==> config.mk <==
export PLATFORM = sky130hd
export DESIGN_NAME = pbo_ctrl
export DESIGN_NICKNAME = d
export VERILOG_FILES = /design/src/rtl/pbo_pkg.sv /design/src/rtl/pbo_evt.sv /design/src/rtl/pbo_store.sv /design/src/rtl/pbo_sum.sv /design/src/rtl/pbo_ctrl.sv
export SDC_FILE = /design/constraint.sdc
export NUM_CORES = 1
export LEC_CHECK = 0
export ABC_AREA = 1
export BUFFER_PORTS_ARGS = -buffer_cell sky130_fd_sc_hd__buf_2
export CAP_MARGIN = 20
export CORE_UTILIZATION = 66
export CTS_BUF_LIST = sky130_fd_sc_hd__clkbuf_2
export DETAILED_ROUTE_END_ITERATION = 6
export PLACE_DENSITY_LB_ADDON = 0.2
export SLEW_MARGIN = 20
export SYNTH_ARGS = -nofsm -noshare
export SYNTH_HDL_FRONTEND = slang
export SYNTH_SLANG_ARGS = --single-unit
==> constraint.sdc <==
create_clock -name clk_i -period 8 [get_ports clk_i]
set_input_delay 1.6 -clock clk_i [delete_from_list [all_inputs] [get_ports clk_i]]
set_output_delay 1.6 -clock clk_i [all_outputs]
set_load 0.005 [all_outputs]
==> src/rtl/pbo_pkg.sv <==
package pbo_pkg;
  typedef enum logic [1:0] {
    TERM_NONE   = 2'd0,
    TERM_STATIC = 2'd1,
    TERM_FINE   = 2'd2
  } term_sel_e;
endpackage

==> src/rtl/pbo_evt.sv <==
module pbo_evt (
  input  logic clk_i,
  input  logic rst_ni,
  input  logic switch_evt_i,
  input  logic locked_i,
  input  logic en_i,
  input  logic freeze_i,
  output logic pend_o
);
  logic en_q;
  logic en_rise;
  logic evt;

  assign en_rise = en_i && !en_q && locked_i;
  assign evt     = !freeze_i && ((switch_evt_i && en_i) || en_rise);

  always_ff @(posedge clk_i or negedge rst_ni) begin
    if (!rst_ni) begin
      en_q   <= 1'b0;
      pend_o <= 1'b0;
    end else begin
      en_q   <= en_i;
      pend_o <= evt;
    end
  end
endmodule

==> src/rtl/pbo_store.sv <==
module pbo_store #(
  parameter int W          = 24,
  parameter int DECAY_STEP = 64
) (
  input  logic                clk_i,
  input  logic                rst_ni,
  input  logic                en_i,
  input  logic                locked_i,
  input  logic                freeze_i,
  input  logic                pend_i,
  input  logic signed [W-1:0] err_i,
  output logic signed [W-1:0] offset_o,
  output logic                cap_o
);
  localparam logic signed [W-1:0] STEP_P = W'(DECAY_STEP);
  localparam logic signed [W-1:0] STEP_N = -STEP_P;

  logic signed [W-1:0] toward_zero;
  logic signed [W-1:0] off_d;
  logic                take;

  always_comb begin
    if (offset_o > STEP_P)      toward_zero = offset_o - STEP_P;
    else if (offset_o < STEP_N) toward_zero = offset_o + STEP_P;
    else                        toward_zero = '0;
  end

  assign take = en_i && pend_i && !freeze_i;

  always_comb begin
    if (!en_i)     off_d = locked_i ? toward_zero : '0;
    else if (take) off_d = err_i;
    else           off_d = offset_o;
  end

  always_ff @(posedge clk_i or negedge rst_ni) begin
    if (!rst_ni) begin
      offset_o <= '0;
      cap_o    <= 1'b0;
    end else begin
      offset_o <= off_d;
      cap_o    <= take;
    end
  end
endmodule

==> src/rtl/pbo_sum.sv <==
module pbo_sum
  import pbo_pkg::*;
#(
  parameter int W           = 24,
  parameter int SW          = 5,
  parameter int FW          = 16,
  parameter int STATIC_LIM  = 14,
  parameter int STATIC_STEP = 101,
  parameter int FINE_STEP   = 6
) (
  input  logic                 clk_i,
  input  logic                 rst_ni,
  input  logic signed [W-1:0]  err_i,
  input  logic signed [W-1:0]  offset_i,
  input  logic                 en_i,
  input  logic                 freeze_i,
  input  logic signed [SW-1:0] static_i,
  input  logic signed [FW-1:0] fine_i,
  output logic signed [W-1:0]  corr_o
);
  localparam int XW = W + 3;
  localparam logic signed [XW-1:0] MAXV = {{(XW-W+1){1'b0}}, {(W-1){1'b1}}};
  localparam logic signed [XW-1:0] MINV = {{(XW-W+1){1'b1}}, {(W-1){1'b0}}};
  localparam logic signed [XW-1:0] LIM_P = XW'(STATIC_LIM);
  localparam logic signed [XW-1:0] LIM_N = -LIM_P;

  term_sel_e           sel;
  logic signed [XW-1:0] st_x;
  logic signed [XW-1:0] st_lim;
  logic signed [XW-1:0] term;
  logic signed [XW-1:0] sum;
  logic signed [W-1:0]  sat;

  assign sel  = en_i ? TERM_STATIC : (freeze_i ? TERM_NONE : TERM_FINE);
  assign st_x = XW'(static_i);

  always_comb begin
    if (st_x > LIM_P)      st_lim = LIM_P;
    else if (st_x < LIM_N) st_lim = LIM_N;
    else                   st_lim = st_x;
  end

  always_comb begin
    unique case (sel)
      TERM_STATIC: term = st_lim * $signed(XW'(STATIC_STEP));
      TERM_FINE:   term = XW'(fine_i) * $signed(XW'(FINE_STEP));
      default:     term = '0;
    endcase
  end

  assign sum = XW'(err_i) - XW'(offset_i) + term;

  always_comb begin
    if (sum > MAXV)      sat = MAXV[W-1:0];
    else if (sum < MINV) sat = MINV[W-1:0];
    else                 sat = sum[W-1:0];
  end

  always_ff @(posedge clk_i or negedge rst_ni) begin
    if (!rst_ni) corr_o <= '0;
    else         corr_o <= sat;
  end
endmodule

==> src/rtl/pbo_ctrl.sv <==
module pbo_ctrl #(
  parameter int W           = 24,
  parameter int SW          = 5,
  parameter int FW          = 16,
  parameter int STATIC_LIM  = 14,
  parameter int STATIC_STEP = 101,
  parameter int FINE_STEP   = 6,
  parameter int DECAY_STEP  = 64
) (
  input  logic                 clk_i,
  input  logic                 rst_ni,
  input  logic signed [W-1:0]  phase_err_i,
  input  logic                 switch_evt_i,
  input  logic                 locked_i,
  input  logic                 pbo_en_i,
  input  logic                 pbo_freeze_i,
  input  logic signed [SW-1:0] static_ofs_i,
  input  logic signed [FW-1:0] fine_adj_i,
  output logic signed [W-1:0]  corr_err_o,
  output logic signed [W-1:0]  offset_o,
  output logic                 capture_o
);
  logic pend;

  pbo_evt u_evt (
    .clk_i       (clk_i),
    .rst_ni      (rst_ni),
    .switch_evt_i(switch_evt_i),
    .locked_i    (locked_i),
    .en_i        (pbo_en_i),
    .freeze_i    (pbo_freeze_i),
    .pend_o      (pend)
  );

  pbo_store #(.W(W), .DECAY_STEP(DECAY_STEP)) u_store (
    .clk_i   (clk_i),
    .rst_ni  (rst_ni),
    .en_i    (pbo_en_i),
    .locked_i(locked_i),
    .freeze_i(pbo_freeze_i),
    .pend_i  (pend),
    .err_i   (phase_err_i),
    .offset_o(offset_o),
    .cap_o   (capture_o)
  );

  pbo_sum #(
    .W(W), .SW(SW), .FW(FW), .STATIC_LIM(STATIC_LIM),
    .STATIC_STEP(STATIC_STEP), .FINE_STEP(FINE_STEP)
  ) u_sum (
    .clk_i   (clk_i),
    .rst_ni  (rst_ni),
    .err_i   (phase_err_i),
    .offset_i(offset_o),
    .en_i    (pbo_en_i),
    .freeze_i(pbo_freeze_i),
    .static_i(static_ofs_i),
    .fine_i  (fine_adj_i),
    .corr_o  (corr_err_o)
  );
endmodule

## Word-level counts from Yosys, hierarchy flattened

Cells that the tools add are included.

| storage, ports and cells | value |
|---|---|
| flip-flop bits (word level) | 51 |
| memories kept | 0 |
| logic and storage cells | 41 |
| input bits | 51 |
| bits in latches | 0 |
| memory bits (writable) | 0 |
| output and inout bits | 49 |
| memory bits (read-only) | 0 |

| cells by class | value |
|---|---|
| shift operators | 0 |
| multipliers | 2 |
| add/subtract/negate cells | 4 |
| eq/ne operators | 3 |
| divide/modulo/power cells | 0 |
| reduce and logical (&&, ||, !) cells | 9 |
| mux-type cells | 12 |
| bitwise logic cells | 0 |
| order comparisons | 6 |

Operators by type and width:

| operator | number |
|---|---|
| 24-bit two-way mux | 7 |
| 27-bit two-way mux | 2 |
| 27-bit one-hot mux with 2 select lines | 1 |
| 27-bit adder | 1 |
| 27-bit by 24-bit > comparator with 1-bit output, second input constant | 1 |
| 27-bit by 24-bit < comparator with 1-bit output, second input constant | 1 |
| 27-bit by 8-bit multiplier with 27-bit output, second input constant | 1 |
| 24-bit by 24-bit subtractor with 25-bit output | 1 |
| 24-bit by 8-bit adder with 24-bit output, second input constant | 1 |
| 24-bit by 8-bit > comparator with 1-bit output, second input constant | 1 |
| 24-bit by 7-bit < comparator with 1-bit output, second input constant | 1 |
| 24-bit by 8-bit subtractor with 24-bit output, second input constant | 1 |
| 16-bit by 3-bit multiplier with 19-bit output, second input constant | 1 |
| 1-bit logical AND | 6 |
| 5-bit > comparator, second input constant | 1 |
| 5-bit < comparator, second input constant | 1 |
| 2-bit two-way mux | 2 |
| 2-bit by 1-bit == test with 1-bit output, second input constant | 1 |
| 2-bit == test, second input constant | 1 |
| 1-bit logical NOT | 2 |
| 2-bit by 1-bit inequality test with 1-bit output, second input constant | 1 |
| 1-bit logical OR | 1 |

## Depth between registers and ports, before layout

Gate-level depths: netlist of run 1.

| depth | value |
|---|---|
| word-level depth | 9 |
| mapped depth | 36 |
| gate-level depth less buffers | 35 |

## By module

From an unflattened synthesis of run 1, not the netlist that was laid out.

| unflattened totals | value |
|---|---|
| cell total of the unflattened synthesis | 1315 |
| area total of the unflattened synthesis | 8483.1 sq um |

By module, submodules not included:

| module | cells each | times used | area each (sq um) |
|---|---|---|---|
| pbo_sum | 899 | 1 | 5900.7 |
| pbo_store | 408 | 1 | 2504.9 |
| pbo_evt | 8 | 1 | 77.6 |

## Worst setup path after synthesis of run 1

No wires, ideal clock.

| timing | value |
|---|---|
| path kind | input-to-reg |
| start point | input static_ofs_i[3] |
| end point | register u_sum.corr_o[15] |
| slack | 1217 ps |
| arrival time | 6668 ps |
| stages on the path | 30 |
| path through | o31ai_1 ha_1 inv_1 a21oi_1 inv_1 ha_1 inv_1 fa_1 xnor2_1 xor2_1 ha_1 ha_1 nand2_1 o21ai_1 nand2_1 nand2_1 ha_1 o311ai_0 ha_1 a21oi_1 o21ai_0 nand2_1 nand2_1 a21oi_1 nand2_1 nand2_1 nand4_1 o21ai_4 buf_12 nand2_2 |

| between the ends | value |
|---|---|
| cells in the longest elaborated chain, start to end | 9 |
| elaborated cells between the ends (all ways) | 11 |
| those cells by class | 1 x add/sub; 1 x mul; 4 x order compare; 5 x mux |

Ends and longest elaborated chain:

| item | line | RTL |
|---|---|---|
| from (decl) | pbo_ctrl.sv:17 | `input logic signed [SW-1:0] static_ofs_i,` |
| 5-bit < comparator | pbo_sum.sv:39 | `else if (st_x < LIM_N) st_lim = LIM_N;` |
| 27-bit two-way mux | pbo_sum.sv:39 |  |
| 27-bit two-way mux * | pbo_sum.sv:38 | `if (st_x > LIM_P) st_lim = LIM_P;` |
| 27-bit by 8-bit multiplier with 27-bit output * | pbo_sum.sv:45 | `TERM_STATIC: term = st_lim * $signed(XW'(STATIC_STEP));` |
| 27-bit one-hot mux with 2 select lines * | pbo_sum.sv:44 | `unique case (sel)` |
| 27-bit adder * | pbo_sum.sv:51 | `assign sum = XW'(err_i) - XW'(offset_i) + term;` |
| 27-bit by 24-bit < comparator with 1-bit output | pbo_sum.sv:55 | `else if (sum < MINV) sat = MINV[W-1:0];` |
| 24-bit two-way mux | pbo_sum.sv:55 |  |
| 24-bit two-way mux * | pbo_sum.sv:54 | `if (sum > MAXV) sat = MAXV[W-1:0];` |
| via u_sum.sat[15] | pbo_sum.sv:32 | `logic signed [W-1:0] sat;` |
| to (signal assigned) | pbo_sum.sv:61 | `else corr_o <= sat;` |
| to (decl) | pbo_sum.sv:19 | `output logic signed [W-1:0] corr_o` |

The timed path passes the listed nets; every way through them passes the cells marked *.
A chain may end at the register's enable or synchronous reset.

## Worst setup path in the final report of run 1

| timing | value |
|---|---|
| start point | input static_ofs_i[3] |
| end point | register u_sum.corr_o[16] |

Same word-level chain as after synthesis.

==> impl_metrics.csv, run 1 <==
group,metric,value,unit
run,maxCapViolations,0,
die,initial_core_util,0.688,
power,power_leakage,4.52,nW
sta,slew_violations,0,
setup_path,worstPathRequired,8460,ps
synthesis,synth-edff-count,0,
synthesis,synthCells,1162,
clocking,cts_tree,"done",
grt,track_usage,0.335,
sta,setup_slack,849,ps
sta,worst_pin_slew,768,ps
placed_design,dpl.hpwl,16.7,mm
layout,fin_util,0.742,
placed_design,dp_slack,361,ps
sta,finalHoldViolCount,0,
layout,insertedDiodeCount,0,
placed_design,port_buffers,99,
detailed_routing,wire_per_inst,14.7,um
synthesis,synthArstFlopShare,1.00,
clocking,ctsResizeCount,0,
setup_path,worstPathMaxFanout,23,
grt,grt_max_degree,52,
sta,finalClockSkew,34.7,ps
detailed_routing,wl,20.5,mm
clocking,cts_setup_buffers,0,
setup_path,cp.arrival,7610,ps
die,row_count,39,
setup_path,slowest_stage,"o311ai_0",
synthesis,synth_area_per_cell,6.85,um^2
power,p_per_area,291,nW/um^2
sta,setup_viol,0,
die,io_pins,100,
clocking,clk_latency,550,ps
layout,layout_common_cells,"nand2_1, inv_1, ha_1, buf_2, nor2_1",
sta,relSlewSlack,0.485,
sta,grt_setup_unrepaired,"false",
layout,drive_above_1_share,0.160,
detailed_routing,viasPerCell,5.82,
sta,fin_crit_sh,0.894,
die,die_area,12500,um^2
sta,max_freq,140,MHz
clocking,clk_pin_slew,360,ps
power,irDropWorstVdd,0.000153,V
grt,grt_pass1_wl,34.0,mm
grt,antenna_found_initial,0,
synthesis,ys.flop_type,"dfrtp_1",
outcome,status,"finished with violations",
die,die_w,112,um
setup_path,cp_slowest_stage_delay,510,ps
layout,layout.nets,1421,
clocking,numCtsBuffers,5,
synthesis,synth_cell_types,53,
die,core,11600,um^2
clocking,htreeDepth,2,
grt,grt_pass1_vias,7219,
sta,tns,0,ps
clocking,cts.sinks,51,
setup_path,worst-setup-path-type,"in2reg",
grt,grt_overflow_total,0,
detailed_routing,drtPass1Iterations,7,
detailed_routing,first_iter_violations,908,
sta,final.min_clock_period,7150,ps
layout,final_common_cell,"nand2_1",
clocking,max-clock-path-buffers,2,
setup_path,cp-end-kind,"flip-flop",
die,die_h,112,um
setup_path,crit_path_start_kind,"input port",
detailed_routing,dr_total_vias,8118,
placed_design,gp_congestion,0.936,
synthesis,synth_area,7960,um^2
synthesis,yosys_register_bits,51,
outcome,violations,"design-rule violations",
layout,area_growth_syn_to_layout,7.88,%
synthesis,ys_seq_area_frac,0.160,
detailed_routing,route.detailed.drc,9,
synthesis,synthesis.nets,1333,
hold_path,min_path_type,"reg2reg",
clocking,clock-root-buffer,"clkbuf_2",
setup_path,path_common_cell,"nand2_1",
detailed_routing,final_antenna_net_count,0,
synthesis,yosysWarnings,0,
clocking,holdBufCountCts,0,
==> layer usage <==
layer / part of all wire / global-route usage / vias up / routed length, um
met5: 0 / 0 / - / 0
met4: 0.023 / 0.0937 / 0 / 475
met3: 0.079 / 0.0370 / 38 / 1620
met2: 0.44 / 0.550 / 355 / 9120
met1: 0.45 / 0.463 / 3669 / 9310
li1: - / - / 4056 / -
==> final cells by class <==
class / instances / area [um^2]
Tap cell: 143 / 179
Clock buffer: 5 / 25.0
Sequential cell: 51 / 1280
Fill cell: 1018 / 2980
Clock inverter: 3 / 33.8
Inverter: 134 / 504
Timing Repair Buffer: 105 / 541
Multi-Input combinational cell: 953 / 6020
==> cells by family after synthesis <==
| group | synth area share |
|---|---|
| AND/OR/NAND/NOR | 0.314 |
| AO/OA/AOI/OAI | 0.166 |
| buffers and inverters | 0.0827 |
| adder cells (fa/ha/maj) | 0.194 |
| XOR/XNOR | 0.0826 |
| flip-flops | 0.160 |
==> Yosys cell counts, drive strengths merged, types with 9 or more instances <==
cell type / n / area, um^2
nor3: 22 / 120
a22oi: 17 / 128
xor2: 53 / 464
nand2: 320 / 1330
clkbuf: 9 / 43.8
nand4: 20 / 146
o21bai: 12 / 90.1
ha: 114 / 1430
dfrtp: 51 / 1280
inv: 131 / 492
a21oi: 93 / 492
buf: 15 / 110
nand3: 69 / 455
xnor2: 22 / 193
o21ai: 63 / 349
nor2: 100 / 393
==> where the power goes <==
part | internal, mW | switching, mW
clock network | 0.0273 | 0.115
registers | 0.347 | 0.0439
logic | 0.721 | 1.25
==> worst paths after layout <==
check                                     from                    to  slack, ps  cells after the start
setup / recovery               static_ofs_i[3]      u_sum.corr_o[16]        850                     32
hold / removal                    u_evt.pend_o         u_store.cap_o        520                      2
setup reg to reg           u_store.offset_o[9]      u_sum.corr_o[16]       3350                     20
hold reg to reg                   u_evt.pend_o         u_store.cap_o        520                      2
max in group asynchronous               rst_ni       u_sum.corr_o[6]       6430                      2
min in group asynchronous               rst_ni  u_store.offset_o[10]       1110                      2
==> state kept, by name (all words and copies together), names as in the netlist <==
signal	cells
u_evt.pend_o	1
u_evt.en_q	1
u_sum.corr_o	24
u_store.cap_o	1
u_store.offset_o	24
==> per-stage QoR <==
step	power, mW	hold slack, ps	area, um^2	std cells
after floorplan	1.92	473	7960	1162
after global placement	2.30	494	8520	1386
after detailed placement	2.34	497	8520	1386
after CTS	2.48	521	8580	1394
after global routing	2.74	560	8580	1394
final	2.50	518	8580	1394
==> critical path, delay by kind of cell <==
kind                       cells  cell delay, ps
adders and majority gates      7            2250
xor gates and xnor gates       2             310
and+or+nand+nor               12            1260
AOI/OAI and AO/OA              7            1720
buffers and inverters          4             460
(Power assumes the default switching activity.)
==> run 2: changes to the inputs <==
--- a/config.mk
+++ b/config.mk
@@ -8,7 +8,7 @@
 export ABC_AREA = 1
 export BUFFER_PORTS_ARGS = -buffer_cell sky130_fd_sc_hd__buf_2
 export CAP_MARGIN = 20
-export CORE_UTILIZATION = 66
+export CORE_UTILIZATION = 56
 export CTS_BUF_LIST = sky130_fd_sc_hd__clkbuf_2
 export DETAILED_ROUTE_END_ITERATION = 6
 export PLACE_DENSITY_LB_ADDON = 0.2
==> constraint.sdc (replaced) <==
create_clock -name clk_i -period 6.39 [get_ports clk_i]
set_input_delay 1.278 -clock clk_i [delete_from_list [all_inputs] [get_ports clk_i]]
set_output_delay 1.278 -clock clk_i [all_outputs]
set_load 0.005 [all_outputs]
==> impl_metrics.csv, run 2 (synthesis gave the netlist of run 1 again) <==
group,metric,value,unit
setup_path,crit_end,"u_sum.corr_o[18]",
sta,max_freq,161,MHz
detailed_routing,first_iter_violations,602,
clocking,cts_tree,"done",
die,die_area,14700,um^2
sta,fin_crit_sh,0.969,
setup_path,worstPathMaxFanout,13,
setup_path,startpoint,"static_ofs_i[3]",
setup_path,cp_slowest_stage_delay,530,ps
layout,design_area,9730,um^2
grt,grt_pass1_wl,36.1,mm
setup_path,ff2ff_setup_slack,1740,ps
placed_design,place_area,9280,um^2
layout,layout_common_cells,"nand2_1, inv_1, ha_1, buf_2, buf_4",
hold_path,min_path_type,"reg2reg",
grt,track_usage,0.310,
power,power_leakage,5.05,nW
setup_path,slowest_stage,"fa_1",
layout,drive_above_1_share,0.259,
clocking,numCtsBuffers,5,
clocking,holdBufCountCts,0,
die,io_pins,100,
setup_path,worstPathRequired,6870,ps
outcome,status,"finished, final reports clean",
die,row_count,43,
detailed_routing,drtPass1Iterations,5,
grt,grt_pass1_vias,7534,
die,die_h,121,um
detailed_routing,route.detailed.drc,0,
clocking,max-clock-path-buffers,2,
sta,finalClockSkew,64.3,ps
sta,finalHoldViolCount,0,
layout,final_common_cell,"nand2_1",
sta,slew_violations,0,
power,irDropWorstVdd,0.000271,V
detailed_routing,wire_per_inst,14.9,um
layout,area_growth_syn_to_layout,22.3,%
setup_path,worst-setup-path-type,"in2reg",
setup_path,worstReg2RegEnd,"u_sum.corr_o[18]",
placed_design,port_buffers,99,
clocking,clock-root-buffer,"clkbuf_2",
setup_path,crit-reg2reg-launch,"u_store.offset_o[8]",
sta,worst_pin_slew,775,ps
setup_path,crit_path_start_kind,"input port",
setup_path,path_common_cell,"nand2_1",
grt,grt_overflow_total,0,
detailed_routing,viasPerCell,5.51,
die,initial_core_util,0.573,
placed_design,gp_congestion,0.907,
detailed_routing,wl,22.9,mm
power,p_per_area,404,nW/um^2
die,core,13900,um^2
grt,grt_max_degree,52,
sta,setup_viol,0,
die,die_w,121,um
setup_path,cp.arrival,6670,ps
run,maxCapViolations,0,
detailed_routing,final_antenna_net_count,0,
placed_design,dpl.hpwl,18.0,mm
clocking,clk_latency,570,ps
setup_path,rr_worst_depth,23,
layout,reg_top3,"u_store.offset_o: 24 flops, u_sum.corr_o: 24 flops",
clocking,htreeDepth,2,
power,finalPower,3.93,mW
layout,layout.nets,1518,
sta,final.min_clock_period,6190,ps
clocking,cts.sinks,51,
setup_path,cp-end-kind,"flip-flop",
detailed_routing,dr_total_vias,8433,
clocking,clk_pin_slew,330,ps
sta,relSlewSlack,0.481,
grt,antenna_found_initial,2,
==> run 2: metrics by stage <==
stage | hold slack, ps | setup WS [ps] | setup TNS (ps) | std cells | utilization
floorplan | 473 | 8.60 | 0 | 1162 | -
detailed placement | 498 | -716 | -15880 | 1513 | 0.669
CTS | 527 | 15.7 | 0 | 1523 | 0.677
finish | 528 | 197 | 0 | 1530 | 0.701
global route | 550 | -101 | -1790 | 1530 | 0.701
global placement | 494 | -557 | -12790 | 1513 | 0.669
==> run 2: power by group <==
part	switching, mW	total [mW]	internal, mW
Combinational	1.84	3.25	1.40
Clock	0.128	0.197	0.0685
Sequential	0.0562	0.491	0.434
Total	2.03	3.93	1.91
==> run 2: worst min path at each step <==
| stage | start | end | slack, ps | cells after the start |
|---|---|---|---|---|
| after floorplan | u_evt.pend_o | u_store.cap_o | 470 | 2 |
| after global placement | u_evt.pend_o | u_store.cap_o | 490 | 2 |
| after detailed placement | u_evt.pend_o | u_store.cap_o | 500 | 2 |
| after CTS | u_evt.pend_o | u_store.cap_o | 530 | 2 |
| after global routing | u_evt.pend_o | u_store.cap_o | 550 | 2 |
| final | u_evt.pend_o | u_store.cap_o | 530 | 2 |
==> run 2: final cells by class <==
cell class	instances	area [um^2]
multi-input cells	956	6360
fillers	1253	4150
repair buffers	199	1290
flip-flops and latches	51	1280
inverters	134	504
well taps	180	225
clock inverters	3	47.5
clock buffers	5	25.0
diodes	2	5.00
==> run 2: what timing repair did <==
action / 4_1_cts / 5_1_grt
pin swaps: 2 / 19
gates resized for setup: 6 / 62
gates cloned: 2 / 2
setup buffers: 0 / 3
setup endpoints to repair: 23 / 24
==> run 2: critical path, delay by kind of cell <==
family | cells | cell delay (ps)
buffers and inverters | 6 | 660
AOI/OAI and AO/OA | 6 | 910
adders and majority gates | 6 | 2000
xor gates and xnor gates | 2 | 340
and+or+nand+nor | 15 | 1470
==> run 2: per-layer routing <==
metal  up-vias  wire length (um)  global-route usage
met2       283             10700               0.512
met4         0               411              0.0671
li1       4260                 -                   -
met3        32              1230              0.0310
met1      3858             10600               0.434
met5         -                 0                   0
